### src/rtl/ecc_alias_pkg.sv
`timescale 1ns/1ps
// Package: shared types for the check-byte alias read path.
// Assumes: nothing beyond IEEE 1800-2017.
package ecc_alias_pkg;

    // Which window a request address fell into.
    typedef enum logic [1:0] {
        WIN_NONE  = 2'd0,
        WIN_DATA  = 2'd1,
        WIN_CHECK = 2'd2
    } win_e;

endpackage

### src/rtl/ecc_alias_decode.sv
`timescale 1ns/1ps
// Module: ecc_alias_decode
// Classifies a byte address into the data window, the check window or neither.
// Returns the RAM word index that the address selects.
// Assumes: both windows are the same size, do not overlap, and each word
// spans WORD_BYTES bytes whose low address bits are ignored.
module ecc_alias_decode
    import ecc_alias_pkg::*;
#(
    parameter int                  ADDR_W     = 32,
    parameter int                  IDX_W      = 10,
    parameter int                  WORD_BYTES = 8,
    parameter logic [ADDR_W-1:0]   DATA_BASE  = 32'h0800_0000,
    parameter logic [ADDR_W-1:0]   CHECK_BASE = 32'h0840_0000
) (
    input  logic [ADDR_W-1:0] addr,
    output win_e              win,
    output logic [IDX_W-1:0]  idx
);
    localparam int                BYTE_SH  = $clog2(WORD_BYTES);
    localparam logic [ADDR_W-1:0] WIN_SIZE = ADDR_W'((64'd1 << IDX_W) * WORD_BYTES);

    logic [ADDR_W-1:0] off_data;
    logic [ADDR_W-1:0] off_check;
    logic              hit_data;
    logic              hit_check;

    // Window hit tests by offset from each base.
    always_comb begin
        off_data  = addr - DATA_BASE;
        off_check = addr - CHECK_BASE;
        hit_data  = (addr >= DATA_BASE)  && (off_data  < WIN_SIZE);
        hit_check = (addr >= CHECK_BASE) && (off_check < WIN_SIZE);
    end

    // Select the window kind and the word index it implies.
    always_comb begin
        win = WIN_NONE;
        idx = '0;
        if (hit_data) begin
            win = WIN_DATA;
            idx = IDX_W'(off_data >> BYTE_SH);
        end else if (hit_check) begin
            win = WIN_CHECK;
            idx = IDX_W'(off_check >> BYTE_SH);
        end
    end

    // the windows must never overlap.
    always_comb begin
        p_single_window_r3: assert ($onehot0({hit_data, hit_check}))
            else $error("address hits both windows");
    end

endmodule

### src/rtl/ecc_alias_resp.sv
`timescale 1ns/1ps
// Module: ecc_alias_resp
// Forms the response from the registered window kind and the RAM output.
// Check-window reads copy the check byte into every lane of the data bus.
// Assumes: DATA_W is a whole multiple of ECC_W, and the RAM output is valid
// in the cycle after the read enable.
module ecc_alias_resp
    import ecc_alias_pkg::*;
#(
    parameter int DATA_W = 64,
    parameter int ECC_W  = 8
) (
    input  logic              clk,
    input  logic              rst_n,
    input  logic              valid_q,
    input  win_e              win_q,
    input  logic [DATA_W-1:0] ram_data,
    input  logic [ECC_W-1:0]  ram_ecc,
    output logic              rsp_valid,
    output logic [DATA_W-1:0] rsp_data,
    output logic [ECC_W-1:0]  rsp_ecc,
    output logic              rsp_derr
);
    localparam int LANES = DATA_W / ECC_W;

    logic [DATA_W-1:0] repl;

    // Copy the check byte into each lane of the data bus.
    for (genvar g = 0; g < LANES; g++) begin : g_lane
        assign repl[g*ECC_W +: ECC_W] = ram_ecc;
    end

    // Steer the RAM output or the copied byte by window kind.
    always_comb begin
        rsp_valid = valid_q;
        rsp_data  = '0;
        rsp_ecc   = '0;
        rsp_derr  = 1'b0;
        if (valid_q) begin
            unique case (win_q)
                WIN_DATA: begin
                    rsp_data = ram_data;
                    rsp_ecc  = ram_ecc;
                end
                WIN_CHECK: begin
                    rsp_data = repl;
                    rsp_ecc  = ram_ecc;
                end
                default: rsp_derr = 1'b1;
            endcase
        end
    end

    // each data lane of a check-window response matches the check bus.
    p_alias_repl_r4: assert property (@(posedge clk) disable iff (!rst_n)
        (rsp_valid && win_q == WIN_CHECK) |-> rsp_data == {LANES{rsp_ecc}})
        else $error("check-window lanes differ from check bus");

    // a decode error carries no data.
    p_derr_zero_r6: assert property (@(posedge clk) disable iff (!rst_n)
        rsp_derr |-> (rsp_data == '0 && rsp_ecc == '0 && rsp_valid))
        else $error("decode error with nonzero data");

endmodule

### src/rtl/ecc_alias_rd.sv
`timescale 1ns/1ps
// Module: ecc_alias_rd (top)
// Read mux with a data window and a check-byte alias window over a RAM.
// Each request gets one response a cycle later, whatever the address.
// Assumes: the RAM returns data and check byte one cycle after ram_rd_en,
// and at most one request is presented per cycle.
module ecc_alias_rd
    import ecc_alias_pkg::*;
#(
    parameter int                ADDR_W     = 32,
    parameter int                DATA_W     = 64,
    parameter int                ECC_W      = 8,
    parameter int                IDX_W      = 10,
    parameter logic [ADDR_W-1:0] DATA_BASE  = 32'h0800_0000,
    parameter logic [ADDR_W-1:0] CHECK_BASE = 32'h0840_0000
) (
    input  logic              clk,
    input  logic              rst_n,
    input  logic              req_valid,
    input  logic [ADDR_W-1:0] req_addr,
    output logic              rsp_valid,
    output logic [DATA_W-1:0] rsp_data,
    output logic [ECC_W-1:0]  rsp_ecc,
    output logic              rsp_derr,
    output logic              ram_rd_en,
    output logic [IDX_W-1:0]  ram_rd_idx,
    input  logic [DATA_W-1:0] ram_rd_data,
    input  logic [ECC_W-1:0]  ram_rd_ecc
);
    localparam int WORD_BYTES = DATA_W / 8;

    win_e win_d;
    win_e win_q;
    logic valid_q;

    ecc_alias_decode #(
        .ADDR_W     (ADDR_W),
        .IDX_W      (IDX_W),
        .WORD_BYTES (WORD_BYTES),
        .DATA_BASE  (DATA_BASE),
        .CHECK_BASE (CHECK_BASE)
    ) u_decode (
        .addr (req_addr),
        .win  (win_d),
        .idx  (ram_rd_idx)
    );

    // Read the RAM only for addresses that hit a window.
    assign ram_rd_en = req_valid && (win_d != WIN_NONE);

    // Track the request and its window kind across the RAM latency.
    always_ff @(posedge clk) begin
        if (!rst_n) begin
            valid_q <= 1'b0;
            win_q   <= WIN_NONE;
        end else begin
            valid_q <= req_valid;
            win_q   <= req_valid ? win_d : WIN_NONE;
        end
    end

    ecc_alias_resp #(
        .DATA_W (DATA_W),
        .ECC_W  (ECC_W)
    ) u_resp (
        .clk       (clk),
        .rst_n     (rst_n),
        .valid_q   (valid_q),
        .win_q     (win_q),
        .ram_data  (ram_rd_data),
        .ram_ecc   (ram_rd_ecc),
        .rsp_valid (rsp_valid),
        .rsp_data  (rsp_data),
        .rsp_ecc   (rsp_ecc),
        .rsp_derr  (rsp_derr)
    );

    // a request is answered in the next cycle.
    p_req_answered_r7: assert property (@(posedge clk) disable iff (!rst_n)
        req_valid |=> rsp_valid)
        else $error("request not answered");

    // no response without a request.
    p_no_spurious_r7: assert property (@(posedge clk) disable iff (!rst_n)
        !req_valid |=> !rsp_valid)
        else $error("response without request");

    // a request that skips the RAM comes back as a decode error.
    p_miss_derr_r6: assert property (@(posedge clk) disable iff (!rst_n)
        (req_valid && !ram_rd_en) |=> rsp_derr)
        else $error("RAM skipped without decode error");

    // a request that reads the RAM is not a decode error.
    p_hit_ok_r8: assert property (@(posedge clk) disable iff (!rst_n)
        ram_rd_en |=> !rsp_derr)
        else $error("decode error on window hit");

endmodule

### config.mk
export PLATFORM = sky130hd
export DESIGN_NAME = ecc_alias_rd
export DESIGN_NICKNAME = d
export VERILOG_FILES = /design/src/rtl/ecc_alias_pkg.sv /design/src/rtl/ecc_alias_decode.sv /design/src/rtl/ecc_alias_resp.sv /design/src/rtl/ecc_alias_rd.sv
export SDC_FILE = /design/constraint.sdc
export NUM_CORES = 1
export LEC_CHECK = 0
export CAP_MARGIN = 20
export CELL_PAD_IN_SITES_DETAIL_PLACEMENT = 1
export CELL_PAD_IN_SITES_GLOBAL_PLACEMENT = 1
export CORE_MARGIN = 2
export CORE_UTILIZATION = 16
export DETAILED_ROUTE_END_ITERATION = 12
export PLACE_DENSITY = 0.8
export SLEW_MARGIN = 10
export SYNTH_ARGS = -nofsm -noshare
export SYNTH_HDL_FRONTEND = slang
export SYNTH_HIERARCHICAL = 1
export SYNTH_SLANG_ARGS = --single-unit
### constraint.sdc
create_clock -name clk -period 1.63 [get_ports clk]
set_clock_uncertainty 0.1 [all_clocks]
set_input_delay 0.163 -clock clk [delete_from_list [all_inputs] [get_ports clk]]
set_output_delay 0.163 -clock clk [all_outputs]
set_load 0.05 [all_outputs]
==> results_dict.tcl, run 1 <==
set metrics [dict create \
    antenna_found_initial 0 \
    htreeDepth 1 \
    rsz0062_at_grt "yes" \
    hold_end "win_q[0]" \
    hold_depth 6 \
    ir_drop_mv 0.1590 \
    start_util 0.1638 \
    drv_slew 0 \
    clk_pin_slew_ns 0.03 \
    cts_root_buffer "clkbuf_8" \
    io_pins 192 \
    period_needed_ns 1.861 \
    hold_violations 0 \
    dp_slack_ns -0.6001 \
    crit_path_end_kind "output pin" \
    syn_area_mm2 0.001594 \
    crit_arrival_ns 1.60 \
    grt_pass1_vias 2979 \
    drcViolationCount 0 \
    io_buffers 188 \
    powerDensity_mw_per_mm2 119.0 \
    hp-start "req_addr[20]" \
    synth.distinct_cells 30 \
    syn_area_per_cell_um2 7.449 \
    setup-tns-final_ns -14.46 \
    cts_made_buffers 3 \
    die_y_um 103.8 \
    core_area_mm2 0.009729 \
    final_nets 538 \
    worstPathMaxFanout 8 \
    swShare 0.2673 \
    syn_nets 325 \
    max_slew.worst_pin.slew_ns 0.4426 \
    grt_usage 0.2164 \
    failed_checks "negative setup slack" \
    drtIter0Drc 95 \
    synth_cells 214 \
    die_w_um 103.8 \
    wl_per_cell_um 21.97 \
    worst_slack_ns -0.2306 \
    synth-seq-area-share 0.03768 \
    dieArea_mm2 0.01078 \
    insertedDiodeCount 0 \
    setup_viol 83 \
    num_rows 36 \
    drt-total-wl_um 12280 \
    num_vias 2491 \
    p_int_mw 0.4953 \
    cts.sinks 3 \
    post_drt_via_cell_ratio 4.456 \
    cts_hold_buf 0 \
    synth_area_leader_cell "a21oi_2" \
    gp_congestion 0.7918 \
    cts_tree "yes" \
    grt_max_degree 28 \
    timing.final.crit_share 1.141 \
    dp.cells 534 \
    grt_pass1_wl_um 18020 \
    grt_overflow 0 \
    slew_headroom 0.7036 \
    layout-drive-gt1-share 0.6056 \
    switching_power_mw 0.1806 \
    seqPwrFrac 0.115 \
    power_leakage_nw 1.812 \
    clockPowerShare 0.320 \
    max_freq_mhz 537.5 \
    combPwrFrac 0.564 \
    antenna_left 0 \
    final_util 0.5838 \
    ys_top_cells_by_area "a21oi_2 (33%), nand2_1 (15%), buf_12 (8.8%)" \
    total_power_mw 0.6759 \
    ys_ff_latch 3 \
    setup.worst_path.class "register to output pin" \
    fin_cells 559 \
    cap_violations 0 \
    post-dp-hpwl_um 8624 \
    synth_warnings 6 \
    area_delta_synth_final_pct 256.4 \
    yosysTopAreaCellShare 0.3297 \
    hold_path.class "input pin to register" \
    first_pass_iters 4 \
    cts_buffer_depth 2 \
    status "complete, but fails checks" \
    start_kind "register" \
    worstPathRequired_ns 1.37 \
    cp-startpoint "win_q[0]" \
]
[cell type report]
type                            instances  area, µm²
Multi-Input combinational cell        177       1963
Timing Repair Buffer                  228       3383
Fill cell                             957       4049
Tap cell                              133      166.4
Sequential cell                         3      62.56
Inverter                               14      60.06
Clock buffer                            4      45.04
[power groups by stage]
stage / registers, mW / clock network (mW) / logic (mW)
2_1_floorplan: 0.0778 / 0 / 0.0714
3_3_place_gp: 0.0787 / 0 / 0.351
3_5_place_dp: 0.0791 / 0 / 0.363
4_1_cts: 0.0782 / 0.221 / 0.371
5_1_grt: 0.0783 / 0.235 / 0.402
6_report: 0.0780 / 0.216 / 0.381
[stage by stage]
step / hold WS (ns) / instance area, µm²
2_1_floorplan: 0.1992 / 2206
3_3_place_gp: 0.5873 / 5137
3_5_place_dp: 0.6073 / 5137
4_1_cts: 0.4525 / 5537
5_1_grt: 0.4900 / 5680
6_report: 0.4572 / 5680
[how the worst max path moves through the flow]
stage	endpoint	slack, ns
2_1_floorplan	rsp_data[10]	-0.02
3_3_place_gp	ram_rd_idx[4]	-0.58
3_5_place_dp	ram_rd_idx[3]	-0.60
4_1_cts	rsp_data[11]	-0.25
5_1_grt	rsp_data[29]	-0.30
6_report	rsp_data[50]	-0.23
[Yosys cell counts (all sizes together)]
cell,count
a211oi,10
a21oi,64
and2,10
and2b,1
and3,2
buf,20
dfxtp,3
ha,4
inv,14
nand2,72
nand2b,1
nand3b,1
nand4,1
nor2,2
nor2b,1
nor3b,1
nor4,3
nor4b,1
o211ai,1
o21a,1
xnor2,1
[sequential cells by signal, summed over array words and instances (netlist names)]
register  flops
valid_q       1
win_q         2
[cell usage in the layout, fill, tap and decap left out, types with 6 or more instances in the layout]
master | netlist | routed
a211oi_4 | 0 | 10
a21oi_4 | 0 | 64
and2_4 | 0 | 7
buf_12 | 7 | 97
buf_16 | 0 | 7
buf_2 | 7 | 10
buf_4 | 5 | 10
buf_6 | 1 | 9
clkdlybuf4s50_1 | 0 | 84
inv_1 | 14 | 11
nand2_1 | 64 | 62
nand2_2 | 4 | 6
[layer usage]
layer | up-vias | routed length [µm] | global-route usage
met4 | 0 | 490 | 0.08012
li1 | 1130 | - | -
met1 | 1181 | 4001 | 0.2072
met3 | 32 | 920 | 0.06042
met5 | - | 0 | 0
met2 | 148 | 6871 | 0.4319
[cell families (layout without fill, tap and decap cells)]
family                   count (synthesis)  count (layout)  synth area share
buffers and inverters                   34             246            0.1735
adder cells (fa/ha/maj)                  4               4           0.03140
AND/OR/NAND/NOR                         96              96            0.3250
AO/OA/AOI/OAI                           76              76            0.4270
XOR/XNOR                                 1               1          0.005496
flip-flops                               3               3           0.03768
[critical path, stage by stage (launching register included)]
cell,delay [ns]
dfxtp_2,0.32
inv_2,0.04
ha_4,0.21
nand2b_4,0.17
buf_12,0.17
clkbuf_16,0.17
a21oi_4,0.15
buf_12,0.15
[what timing repair did]
item | CTS | global route
pin swaps | 22 | 13
cloned | 7 | 4
gates resized for setup | 109 | 8
endpoints found under the setup margin | 85 | 83
buffers inserted | 7 | 5
No activity file was read; power rests on OpenSTA's default activity.
==> run 2, diff against run 1 <==
--- a/config.mk
+++ b/config.mk
@@ -8,6 +8,7 @@
 export CAP_MARGIN = 20
 export CELL_PAD_IN_SITES_DETAIL_PLACEMENT = 1
 export CELL_PAD_IN_SITES_GLOBAL_PLACEMENT = 1
+export CORE_ASPECT_RATIO = 2
 export CORE_MARGIN = 2
 export CORE_UTILIZATION = 16
 export DETAILED_ROUTE_END_ITERATION = 12
==> run 2 against run 1 <==
Net effect:
- total power increased by 26%
- sequential cell count is the same
- sequential power is 3.1% lower
- the run still ends with negative setup slack left
- global-route usage shrank 1.6 points
==> results_dict.tcl, run 2 (synthesized netlist as in run 1, its figures left out) <==
set metrics [dict create \
    cts_made_buffers 3 \
    num_vias 2395 \
    max_slew.worst_pin.slew_ns 0.3987 \
    grt_pass1_vias 2890 \
    nFillCells 989 \
    grt_max_degree 44 \
    failed_checks "negative setup slack" \
    drcViolationCount 0 \
    dieArea_mm2 0.01083 \
    core_area_mm2 0.009699 \
    final_nets 528 \
    power_leakage_nw 1.769 \
    grt_overflow 0 \
    crit_path_end_kind "output pin" \
    largest_register_ff_count 2 \
    grt_usage 0.2000 \
    gp_congestion 0.8329 \
    post_drt_via_cell_ratio 4.362 \
    die_w_um 74.58 \
    grt_pass1_wl_um 16040 \
    hold_violations 0 \
    worst_slack_ns -0.2549 \
    multi_input_area_mm2 0.001957 \
    worstPathMaxFanout 9 \
    start_kind "register" \
    powerDensity_mw_per_mm2 151.7 \
    regMostFlops "win_q" \
    cts_root_buffer "clkbuf_16" \
    stdcell_area_mm2 0.005594 \
    clk_pin_slew_ns 0.03 \
    path_cells "inv_2 > ha_4 > nand2b_4 > buf_12 > buf_16 > a21oi_4 > buf_12" \
    cts_tree "yes" \
    antenna_found_initial 1 \
    drt-total-wl_um 11230 \
    hold_path.class "input pin to register" \
    layout-drive-gt1-share 0.5962 \
    wl_per_cell_um 20.46 \
    hp-start "req_addr[17]" \
    setup.worst_path.class "register to output pin" \
    final_util 0.5768 \
    hold_slack_ns 0.4174 \
    die_y_um 145.2 \
    critPathMaxStageDelay_ns 0.33 \
    wl_met3_um 680 \
    io_pins 192 \
    first_pass_iters 4 \
    crit_arrival_ns 1.62 \
    cts.sinks 3 \
    hold_depth 6 \
    wl_met1_um 3125 \
    status "complete, but fails checks" \
    cp_slowest_cell "dfxtp_4" \
    post-dp-hpwl_um 8720 \
    cts_buffer_depth 2 \
    io_buffers 188 \
    worst_path_most_repeated_cell "buf_12" \
    drv_slew 0 \
    timing.final.crit_share 1.156 \
    placed_area_mm2 0.005099 \
    max_freq_mhz 530.5 \
    rsz0062_at_grt "yes" \
    drtIter0Drc 58 \
    area_delta_synth_final_pct 250.9 \
    topRoutingLayerUsed "met4" \
    hold_end "win_q[0]" \
    wl_met2_um 7048 \
    cap_violations 0 \
    largest_registers "win_q: 2 flops, valid_q: 1 flops" \
    antenna_left 0 \
    worstPathRequired_ns 1.37 \
    num_rows 51 \
    final_common_cell "buf_12" \
    path_buf_inv 4 \
    regArea_um2 65.06 \
    slew_headroom 0.7330 \
    period_needed_ns 1.885 \
    layout_common_cells "buf_12 (94), clkdlybuf4s50_1 (84), a21oi_4 (64), nand2_1 (62), inv_1 (11)" \
    setup_viol 83 \
    ir_drop_mv 0.5266 \
    start_util 0.1643 \
    total_power_mw 0.8484 \
    critical_path.top_delay_family "buffers and inverters" \
    htreeDepth 1 \
]
run 2: repair_timing:
item	4_1_cts	5_1_grt
gates resized for setup	109	8
pin swaps	17	7
hold buffers	0	0
buffers inserted	5	2
cloned	7	3
setup endpoints to repair	83	83
run 2: cell type report:
| type | count | share of cell area |
|---|---|---|
| Multi-Input combinational cell | 177 | 0.3498 |
| Tap cell | 132 | 0.02952 |
| Antenna cell | 1 | 0.0004473 |
| Timing Repair Buffer | 218 | 0.5838 |
| Sequential cell | 3 | 0.01163 |
| Inverter | 14 | 0.01074 |
| Clock buffer | 4 | 0.01409 |
run 2: where the power goes:
part / internal [mW] / switching [mW] / leakage (nW)
Sequential: 0.0736 / 0.00195 / 0.0258
Clock: 0.324 / 0.0788 / 0.0382
Combinational: 0.246 / 0.124 / 1.71
run 2: how the worst max path moves through the flow:
stage	startpoint	end	slack (ns)	depth (start not counted)
2_1_floorplan	win_q[0]	rsp_data[10]	-0.02	6
3_3_place_gp	req_addr[28]	ram_rd_idx[9]	-0.51	8
3_5_place_dp	req_addr[28]	ram_rd_idx[9]	-0.56	8
4_1_cts	win_q[0]	rsp_data[19]	-0.24	7
5_1_grt	win_q[0]	rsp_data[22]	-0.30	7
6_report	win_q[0]	rsp_data[30]	-0.25	7
run 2: routing by layer:
metal | track usage | vias to the layer above
met2 | 0.4181 | 132
met4 | 0.07589 | 0
li1 | - | 1115
met5 | 0 | -
met3 | 0.03333 | 21
met1 | 0.1679 | 1127
run 2: per-stage QoR:
stage / setup TNS [ns] / worst slack, ns / std cells
2_1_floorplan: -1.454 / -0.02416 / 214
3_3_place_gp: -5.716 / -0.5101 / 528
3_5_place_dp: -6.317 / -0.5565 / 528
4_1_cts: -16.43 / -0.2428 / 544
5_1_grt: -20.09 / -0.3011 / 549
6_report: -16.31 / -0.2549 / 549
